<file path="config.mk">
export PLATFORM = sky130hd
export DESIGN_NAME = stream_segmenter
export DESIGN_NICKNAME = d
export VERILOG_FILES = /design/src/rtl/stream_seg_pkg.sv /design/src/rtl/stream_seg_plan.sv /design/src/rtl/stream_seg_cnt.sv /design/src/rtl/stream_segmenter.sv
export SDC_FILE = /design/constraint.sdc
export NUM_CORES = 1
export LEC_CHECK = 0
export ABC_AREA = 1
export CORE_UTILIZATION = 45
export DETAILED_ROUTE_END_ITERATION = 6
export GPL_TIMING_DRIVEN = 0
export PLACE_DENSITY_LB_ADDON = 0.3
export SETUP_SLACK_MARGIN = 0.1
export SLEW_MARGIN = 10
export SYNTH_ARGS = -nofsm -noshare
export SYNTH_HDL_FRONTEND = slang
export SYNTH_SLANG_ARGS = --single-unit
</file>
<file path="constraint.sdc">
create_clock -name clk_i -period 1.7 [get_ports clk_i]
set_input_delay 0.34 -clock clk_i [delete_from_list [all_inputs] [get_ports clk_i]]
set_output_delay 0.34 -clock clk_i [all_outputs]
set_load 0.01 [all_outputs]
</file>
<file path="src/rtl/stream_seg_pkg.sv">
package stream_seg_pkg;
  typedef enum logic [1:0] {
    SEG_SINGLE = 2'b00,
    SEG_START  = 2'b01,
    SEG_CONT   = 2'b10,
    SEG_END    = 2'b11
  } seg_type_e;

  typedef enum logic [1:0] {
    ST_IDLE,
    ST_DESC,
    ST_PAY
  } seg_state_e;
endpackage

</file>
<file path="src/rtl/stream_seg_plan.sv">
module stream_seg_plan
  import stream_seg_pkg::*;
#(
  parameter int LEN_W = 17,
  parameter int SEG_W = 9
) (
  input  logic [LEN_W-1:0] rem_i,
  input  logic             first_i,
  input  logic [SEG_W-1:0] max_i,
  output seg_type_e        type_o,
  output logic [SEG_W-1:0] len_o
);
  logic [LEN_W-1:0] max_ext;
  logic             fits;

  assign max_ext = {{(LEN_W-SEG_W){1'b0}}, max_i};
  assign fits    = rem_i <= max_ext;
  // remainder fits in SEG_W whenever it is below the limit
  assign len_o   = fits ? rem_i[SEG_W-1:0] : max_i;

  always_comb begin
    if (first_i) type_o = fits ? SEG_SINGLE : SEG_START;
    else         type_o = fits ? SEG_END    : SEG_CONT;
  end
endmodule

</file>
<file path="src/rtl/stream_seg_cnt.sv">
module stream_seg_cnt #(
  parameter int W = 17
) (
  input  logic         clk_i,
  input  logic         rst_ni,
  input  logic         load_i,
  input  logic [W-1:0] load_val_i,
  input  logic         dec_i,
  output logic [W-1:0] cnt_o,
  output logic         last_o
);
  logic [W-1:0] cnt_q;

  always_ff @(posedge clk_i or negedge rst_ni) begin
    if (!rst_ni)     cnt_q <= '0;
    else if (load_i) cnt_q <= load_val_i;
    else if (dec_i)  cnt_q <= cnt_q - W'(1);
  end

  assign cnt_o  = cnt_q;
  assign last_o = cnt_q == W'(1);


  no_underflow_chk: assert property (@(posedge clk_i) disable iff (!rst_ni)
    dec_i |-> cnt_q != '0);
endmodule

</file>
<file path="src/rtl/stream_segmenter.sv">
module stream_segmenter
  import stream_seg_pkg::*;
#(
  parameter int MAX_MSG_BYTES = 65536,
  parameter int SEG_MIN       = 8,
  parameter int SEG_MAX       = 256,
  parameter int SID_W         = 16,
  parameter int DATA_W        = 8,
  localparam int LEN_W        = $clog2(MAX_MSG_BYTES + 1),
  localparam int SEG_W        = $clog2(SEG_MAX + 1)
) (
  input  logic              clk_i,
  input  logic              rst_ni,
  input  logic [SEG_W-1:0]  max_seg_i,
  input  logic              msg_valid_i,
  output logic              msg_ready_o,
  input  logic [LEN_W-1:0]  msg_len_i,
  input  logic [SID_W-1:0]  msg_sid_i,
  output logic              err_o,
  input  logic              in_valid_i,
  output logic              in_ready_o,
  input  logic [DATA_W-1:0] in_data_i,
  output logic              out_valid_o,
  input  logic              out_ready_i,
  output logic              out_desc_o,
  output logic [1:0]        out_type_o,
  output logic [SEG_W-1:0]  out_len_o,
  output logic [SID_W-1:0]  out_sid_o,
  output logic [DATA_W-1:0] out_data_o,
  output logic              out_last_o
);
  seg_state_e       state_q, state_d;
  logic [SEG_W-1:0] max_q;
  logic [SID_W-1:0] sid_q;
  logic             first_q;
  logic             err_q;

  logic             msg_ok, msg_fire, accept, desc_fire, byte_fire;
  logic [LEN_W-1:0] rem_cnt;
  logic             rem_last;
  logic [SEG_W-1:0] seg_cnt;
  logic             seg_last;
  seg_type_e        plan_type;
  logic [SEG_W-1:0] plan_len;

  assign msg_ok = (msg_len_i != '0) && (msg_len_i <= LEN_W'(MAX_MSG_BYTES)) &&
                  (max_seg_i >= SEG_W'(SEG_MIN)) && (max_seg_i <= SEG_W'(SEG_MAX));
  assign msg_ready_o = state_q == ST_IDLE;
  assign msg_fire    = msg_valid_i && msg_ready_o;
  assign accept      = msg_fire && msg_ok;
  assign desc_fire   = (state_q == ST_DESC) && out_ready_i;
  assign byte_fire   = (state_q == ST_PAY) && in_valid_i && out_ready_i;

  stream_seg_cnt #(.W(LEN_W)) u_rem_cnt (
    .clk_i      (clk_i),
    .rst_ni     (rst_ni),
    .load_i     (accept),
    .load_val_i (msg_len_i),
    .dec_i      (byte_fire),
    .cnt_o      (rem_cnt),
    .last_o     (rem_last)
  );

  stream_seg_cnt #(.W(SEG_W)) u_seg_cnt (
    .clk_i      (clk_i),
    .rst_ni     (rst_ni),
    .load_i     (desc_fire),
    .load_val_i (plan_len),
    .dec_i      (byte_fire),
    .cnt_o      (seg_cnt),
    .last_o     (seg_last)
  );

  stream_seg_plan #(.LEN_W(LEN_W), .SEG_W(SEG_W)) u_plan (
    .rem_i   (rem_cnt),
    .first_i (first_q),
    .max_i   (max_q),
    .type_o  (plan_type),
    .len_o   (plan_len)
  );

  always_comb begin
    state_d = state_q;
    unique case (state_q)
      ST_IDLE: if (accept)    state_d = ST_DESC;
      ST_DESC: if (desc_fire) state_d = ST_PAY;
      ST_PAY:  if (byte_fire && seg_last) state_d = rem_last ? ST_IDLE : ST_DESC;
      default: state_d = ST_IDLE;
    endcase
  end

  always_ff @(posedge clk_i or negedge rst_ni) begin
    if (!rst_ni) begin
      state_q <= ST_IDLE;
      max_q   <= '0;
      sid_q   <= '0;
      first_q <= 1'b0;
      err_q   <= 1'b0;
    end else begin
      state_q <= state_d;
      err_q   <= msg_fire && !msg_ok;
      if (accept) begin
        max_q   <= max_seg_i;
        sid_q   <= msg_sid_i;
        first_q <= 1'b1;
      end else if (desc_fire) begin
        first_q <= 1'b0;
      end
    end
  end

  assign err_o       = err_q;
  assign out_valid_o = (state_q == ST_DESC) || ((state_q == ST_PAY) && in_valid_i);
  assign out_desc_o  = state_q == ST_DESC;
  assign out_type_o  = plan_type;
  assign out_len_o   = plan_len;
  assign out_sid_o   = sid_q;
  assign out_data_o  = in_data_i;
  assign out_last_o  = (state_q == ST_PAY) && seg_last;
  assign in_ready_o  = (state_q == ST_PAY) && out_ready_i;


  reject_quiet_chk: assert property (@(posedge clk_i) disable iff (!rst_ni)
    err_o |-> msg_ready_o && !out_valid_o);


  full_seg_chk: assert property (@(posedge clk_i) disable iff (!rst_ni)
    (out_valid_o && out_desc_o && (out_type_o == SEG_START || out_type_o == SEG_CONT))
      |-> out_len_o == max_q);


  seg_len_range_chk: assert property (@(posedge clk_i) disable iff (!rst_ni)
    (out_valid_o && out_desc_o) |-> (out_len_o != '0) && (out_len_o <= max_q));


  msg_done_chk: assert property (@(posedge clk_i) disable iff (!rst_ni)
    (out_valid_o && out_ready_i && out_last_o && rem_last) |=> msg_ready_o);


  desc_hold_chk: assert property (@(posedge clk_i) disable iff (!rst_ni)
    (out_valid_o && out_desc_o && !out_ready_i) |=>
      (out_valid_o && out_desc_o && $stable(out_type_o) && $stable(out_len_o) &&
       $stable(out_sid_o)));
endmodule

</file>
# ---- Yosys cells after proc, flatten, opt, wreduce, memory -nomap -nowiden
# Cells that the tools add are included.
dict set report word_totals {
  out_inout_bits 41
  word_cells 55
  in_bits 55
  reg_bits 55
}
dict set report classes {
  n_reduce_logical 20
  magnitude_cmp 4
  add_sub_neg 2
  n_eq_ne 7
  mux 15
}
# cell n
set op_table {}
lappend op_table {{17-bit two-way mux} 2}
lappend op_table {{9-bit two-way mux} 3}
lappend op_table {{17-bit by 1-bit == test with 1-bit output (second input constant)} 1}
lappend op_table {{17-bit <= comparator (second input constant)} 1}
lappend op_table {{17-bit by 9-bit <= comparator with 1-bit output} 1}
lappend op_table {{17-bit nonzero test} 1}
lappend op_table {{17-bit by 1-bit subtractor with 17-bit output (second input constant)} 1}
lappend op_table {{1-bit logical AND} 12}
lappend op_table {{9-bit by 1-bit == test with 1-bit output (second input constant)} 1}
lappend op_table {{9-bit by 4-bit greater-or-equal comparator with 1-bit output (second input constant)} 1}
lappend op_table {{9-bit <= comparator (second input constant)} 1}
lappend op_table {{9-bit by 1-bit subtractor with 9-bit output (second input constant)} 1}
lappend op_table {{2-bit two-way mux} 4}
lappend op_table {{2-bit by 1-bit != test with 1-bit output (second input constant)} 3}
lappend op_table {{2-bit one-hot mux with 3 select lines} 1}
lappend op_table {{2-bit nonzero test} 3}
lappend op_table {{1-bit two-way mux} 5}
lappend op_table {{3-bit AND reduction} 1}
lappend op_table {{2-bit by 1-bit == test with 1-bit output (second input constant)} 1}
lappend op_table {{2-bit == test (second input constant)} 1}
lappend op_table {{2-bit zero test} 1}
lappend op_table {{1-bit zero test} 1}
lappend op_table {{1-bit logical OR} 1}

# ---- Depth between registers and ports, before layout
# Gate-level depths: netlist of the first run.
dict set report depth {
  word_depth 7
  depth_mapped 13
  ltp_nobuf 13
}

# ---- Hierarchy
# A second synthesis of the first run with hierarchy kept.
dict set report unflattened {
  cells_unflattened 512
  area_unflattened_um2 3622.2
}
# mod n_inst cells_each area_per_inst_um2 seq_area_each_um2
set by_module_without_submodules {}
lappend by_module_without_submodules {stream_segmenter 1 176 1376.3 725.7}
lappend by_module_without_submodules {{stream_seg_cnt (u_rem_cnt)} 1 168 1197.4 425.4}
lappend by_module_without_submodules {{stream_seg_cnt (u_seg_cnt)} 1 84 613.1 225.2}
lappend by_module_without_submodules {stream_seg_plan 1 84 435.4 0.0}

# ---- Worst setup path after synthesis of the first run
# OpenSTA, ideal clock, no wires.
dict set report synth_path {
  path_type {reg2out}
  from {register u_rem_cnt.cnt_q[8], in the netlist u_rem_cnt.cnt_o[8]}
  to {output port out_type_o[0]}
  slack_ps -222
  arrival_time_ps 1582
  required_time_ps 1360
  path_stages_with_launch 9
  path_buffers 0
  path_cell_list {dfrtp_1 -> ha_1 -> nand2_1 -> nor2_1 -> nand2_1 -> nor2_2 -> nand3_4 -> nand2_8 -> xor2_1}
}
dict set report synth_via {
  elab_chain_cells 3
  elab_cells_between_ends 4
  classes_between {order compare: 1; mux: 3}
}
# item line_no
set synth_lines {}
lappend synth_lines {{start, declared} stream_seg_cnt.sv:12} ;# logic [W-1:0] cnt_q;
lappend synth_lines {{start signal, assigned} stream_seg_cnt.sv:16} ;# else if (load_i) cnt_q <= load_val_i;
lappend synth_lines {{start signal, assigned} stream_seg_cnt.sv:17} ;# else if (dec_i) cnt_q <= cnt_q - W'(1);
lappend synth_lines {{17-bit by 9-bit <= comparator with 1-bit output *} stream_seg_plan.sv:17} ;# assign fits = rem_i <= max_ext;
lappend synth_lines {{1-bit two-way mux (on tied branches)} {stream_seg_plan.sv:23, stream_seg_plan.sv:22}}
lappend synth_lines {{2-bit two-way mux *} stream_seg_plan.sv:22} ;# if (first_i) type_o = fits ? SEG_SINGLE : SEG_START;
lappend synth_lines {{end, declared} stream_segmenter.sv:26} ;# output logic [1:0] out_type_o,
# Mark *: on every way between the ends. The rest lies on a longest branch, timed or not.

# ---- Final worst setup path of the first run
dict set report layout_path {
  from {register max_q[8]}
  to {output port out_len_o[0]}
}
dict set report layout_via {
  elab_chain_cells 2
}
# item line_no
set layout_lines {}
lappend layout_lines {{start, declared} stream_segmenter.sv:33} ;# logic [SEG_W-1:0] max_q;
lappend layout_lines {{start signal, assigned} stream_segmenter.sv:103} ;# max_q <= max_seg_i;
lappend layout_lines {{17-bit by 9-bit <= comparator with 1-bit output} stream_seg_plan.sv:17}
lappend layout_lines {{9-bit two-way mux} stream_seg_plan.sv:19} ;# assign len_o = fits ? rem_i[SEG_W-1:0] : max_i;
lappend layout_lines {{end, declared} stream_segmenter.sv:27} ;# output logic [SEG_W-1:0] out_len_o,
# Every way passes these cells.

==> impl_metrics.py, run 1 <==
metrics = {
    "die": {
        "placementRows": 32,
        "die_area_sq_mm": 0.00845,
        "die_h_microns": 92.0,
        "num_io_pins": 96,
        "core_area_sq_mm": 0.00777,
        "die_x_microns": 92.0,
        "initial_utilization_pct": 46.9,
    },
    "power": {
        "p_per_area_mw_per_mm2": 1610,
        "peakVddDrop_v": 0.000763,
        "p_leak_nw": 3.32,
    },
    "placement": {
        "dp.cells": 698,
        "dp_hpwl_mm": 7.56,
        "gp_congestion": 0.917,
        "portBuffers": 87,
    },
    "timing": {
        "setup_viol_count_final": 44,
        "hold_violations": 0,
        "min_period_ns": 2.70,
        "fin_skew_ns": 0.0138,
        "slew_headroom_pct": 48.4,
        "clock.fmax_mhz": 371,
        "period_share_pct": 159,
        "tightest_slew_ns": 0.774,
        "rsz0062_at_grt": "true",
        "finalMaxSlewViolations": 0,
        "final.setup.worst_slack_ns": -0.997,
        "finalSetupTns_ns": -14.77,
    },
    "route": {
        "drtAntennaViolNets": 0,
        "drt_iter0_markers": 411,
        "drcViolationCount": 0,
        "wire_per_inst_microns": 19.9,
        "num_vias": 4672,
        "first_pass_iters": 5,
        "wl_mm": 15.7,
        "routed_via_density": 5.93,
    },
    "synthesis": {
        "synth_nets": 577,
        "ys_async_sr_fraction_pct": 100,
        "ys_seq_elements": 55,
        "yosysUniqueCellTypes": 35,
        "synthFlopType": "dfrtp_1",
        "netlist_area_sq_mm": 0.00364,
        "synth_common_cells": "nand2_1, nand3_1, dfrtp_1, inv_1, nor2_1",
        "ys.warnings.count": 0,
        "synth_edf_count": 0,
        "synth_largest_area_cell": "dfrtp_1",
        "syn_inst": 509,
        "synth.most_common_cell": "nand2_1",
        "synthTopCellsByArea": "dfrtp_1, nand2_1, nand3_1, inv_1, ha_1",
        "synth_top_area_share_pct": 37.8,
        "syn_area_per_cell_sq_um": 7.15,
        "ys_seq_area_share_pct": 37.8,
    },
    "global_routing": {
        "grt_pass1_wl_mm": 20.7,
        "track_usage_pct": 31.5,
        "grt_max_degree": 56,
        "grt_overflow": 0,
        "antenna_found_initial": 1,
        "grt_pass1_vias": 4287,
    },
    "clock_network": {
        "clock_sinks": 55,
        "insertion_delay_ns": 0.32,
        "cts-buffers-inserted": 5,
        "htreeDepth": 2,
        "cts_buffer_depth": 2,
        "cts_tree": "done",
        "clk_pin_slew_ns": 0.11,
        "root_buffer": "clkbuf_8",
        "cts_hold_buf": 0,
    },
    "outcome": {
        "outcome": "finished, violations left",
        "violations": "setup timing",
    },
    "setup_path": {
        "arrival_ns": 2.36,
        "slowest_delay_ns": 0.46,
        "crit_path_frequent_cell": "nand2_2",
        "crit_chain": "inv_2 > ha_4 > nand2_2 > nand2_1 > nor2_1 > nand2_1 > nor2_4 > nand2_8 > buf_6 > nand2_8 > nand2_2 > nand2_2 > buf_6",
        "critical_path_class": "register to output pin",
        "end_kind": "output pin",
        "cp.required_ns": 1.36,
        "cp_slowest_cell": "dfrtp_1",
        "critPathTopFamily": "simple AND/OR/NAND/NOR gates",
        "r2r_setup_slack_ns": -0.70,
        "r2r-end": "u_seg_cnt.cnt_o[8]",
        "start_kind": "register",
        "worstPathMaxFanout": 5,
        "rr_startpoint": "max_q[8]",
        "r2r_cells": 17,
        "critPathBufInv": 3,
    },
    "finish": {
        "drive_gt1_share_pct": 43.4,
        "synthToLayoutAreaGrowth_pct": 74.5,
        "layout.nets": 752,
        "layoutNonFillerInstCount": 788,
        "fill_cells": 422,
    },
    "hold_path": {
        "hold_class": "primary input to asynchronous set/reset pin",
    },
    "run": {
        "cap_violations": 0,
    },
}
## routing by layer
metal	vias up	GRT usage (%)	wire length (microns)
met2	352	54.5	7550
met5	-	0	0
li1	1980	-	-
met4	0	15.9	1290
met1	2211	37.7	5590
met3	129	5.22	1290
## layout by cell type, fill, tap and decap left out, types with 9 or more instances in the layout
| cell | instances |
|---|---|
| inv_2 | 16 |
| nor2_4 | 11 |
| buf_4 | 58 |
| nor2_1 | 24 |
| inv_1 | 42 |
| buf_6 | 43 |
| dfrtp_1 | 47 |
| ha_1 | 9 |
| nand3_2 | 38 |
| nand3_4 | 12 |
| nor2_2 | 12 |
| dlygate4sd2_1 | 20 |
| o21ai_1 | 10 |
| nand2_2 | 43 |
| nand2_1 | 100 |
| nand2_4 | 12 |
| o21ai_0 | 9 |
| dlymetal6s2s_1 | 18 |
| clkdlybuf4s50_1 | 31 |
| nand3_1 | 46 |
## area by class of cell
type	count	area (sq um)	area share (%)
Antenna cell	1	2.50	0.0394
Buffer	23	220	3.47
Clock buffer	6	72.6	1.14
Clock inverter	2	38.8	0.610
Inverter	62	243	3.82
Multi-Input combinational cell	370	2580	40.6
Sequential cell	55	1390	21.8
Tap cell	102	128	2.01
Timing Repair Buffer	167	1680	26.4
## worst max path at each step
stage                       start             to  slack, ns  cells after the start
6_report                 max_q[8]   out_len_o[0]       -1.0                     13
5_1_grt                  max_q[8]   out_len_o[0]      -1.03                     13
4_1_cts                  max_q[2]  out_type_o[0]      -0.75                     11
3_5_place_dp   u_rem_cnt.cnt_o[8]   out_len_o[2]      -0.88                     10
3_3_place_gp               rst_ni   out_sid_o[4]      -1.47                      1
2_1_floorplan  u_rem_cnt.cnt_o[8]  out_type_o[0]      -0.15                      8
## cell families after synthesis
| logic type | share of synthesized area (%) |
|---|---|
| and+or+nand+nor | 40.0 |
| buffers and inverters | 10.6 |
| DFF | 37.8 |
| AOI/OAI and AO/OA | 4.74 |
| adders and majority gates | 4.47 |
| xor gates and xnor gates | 2.41 |
## flip-flops by register name (all words and copies together) (netlist names)
signal / flops
out_sid_o: 16
state_q: 2
first_q: 1
u_seg_cnt.cnt_o: 9
u_rem_cnt.cnt_o: 17
max_q: 9
err_o: 1
## power by group
| part | switching [mW] | internal, mW | total (mW) |
|---|---|---|---|
| clock network | 0.493 | 0.447 | 0.940 |
| logic | 3.60 | 3.07 | 6.66 |
| registers | 0.675 | 1.95 | 2.63 |
| total | 4.76 | 5.46 | 10.2 |
## per-stage QoR
stage / worst slack, ns / power [mW] / util [%] / cell area, sq um / hold WS [ns]
3_3_place_gp: -1.47 / 6.44 / 60.3 / 4680 / 0.453
3_5_place_dp: -0.876 / 6.56 / 60.2 / 4680 / 0.449
6_report: -0.997 / 10.2 / 81.8 / 6350 / 0.0515
2_1_floorplan: -0.148 / 4.95 / - / 3680 / 0.0444
4_1_cts: -0.754 / 8.94 / 75.1 / 5830 / 0.102
5_1_grt: -1.03 / 10.7 / 81.8 / 6350 / 0.117
## worst reg2reg max path: stages, from the launching register on
cell,delay [ns]
dfrtp_1,0.46
inv_2,0.09
ha_4,0.21
nand2_2,0.07
nand2_1,0.06
nor2_1,0.19
nand2_1,0.14
nor2_4,0.20
nand2_8,0.11
buf_16,0.16
nand3_4,0.08
buf_6,0.10
buf_6,0.08
buf_6,0.08
buf_6,0.08
nand3_2,0.05
nand2_1,0.08
nand2_1,0.07
## what timing repair did
item,in CTS,in global routing
gates resized for setup,234,119
pin swaps,72,45
endpoints found under the setup margin,68,69
buffers inserted,63,15
gates cloned,6,2
(Power assumes the default switching activity.)
==> inputs of run 2 (changes only) <==
--- a/config.mk
+++ b/config.mk
@@ -7,6 +7,7 @@
 export LEC_CHECK = 0
 export ABC_AREA = 1
 export CORE_UTILIZATION = 45
+export CTS_CLUSTER_SIZE = 30
 export DETAILED_ROUTE_END_ITERATION = 6
 export GPL_TIMING_DRIVEN = 0
 export PLACE_DENSITY_LB_ADDON = 0.3
==> results of run 2 <==
No change in the layout: final DEF, timing and power equal those of run 1.
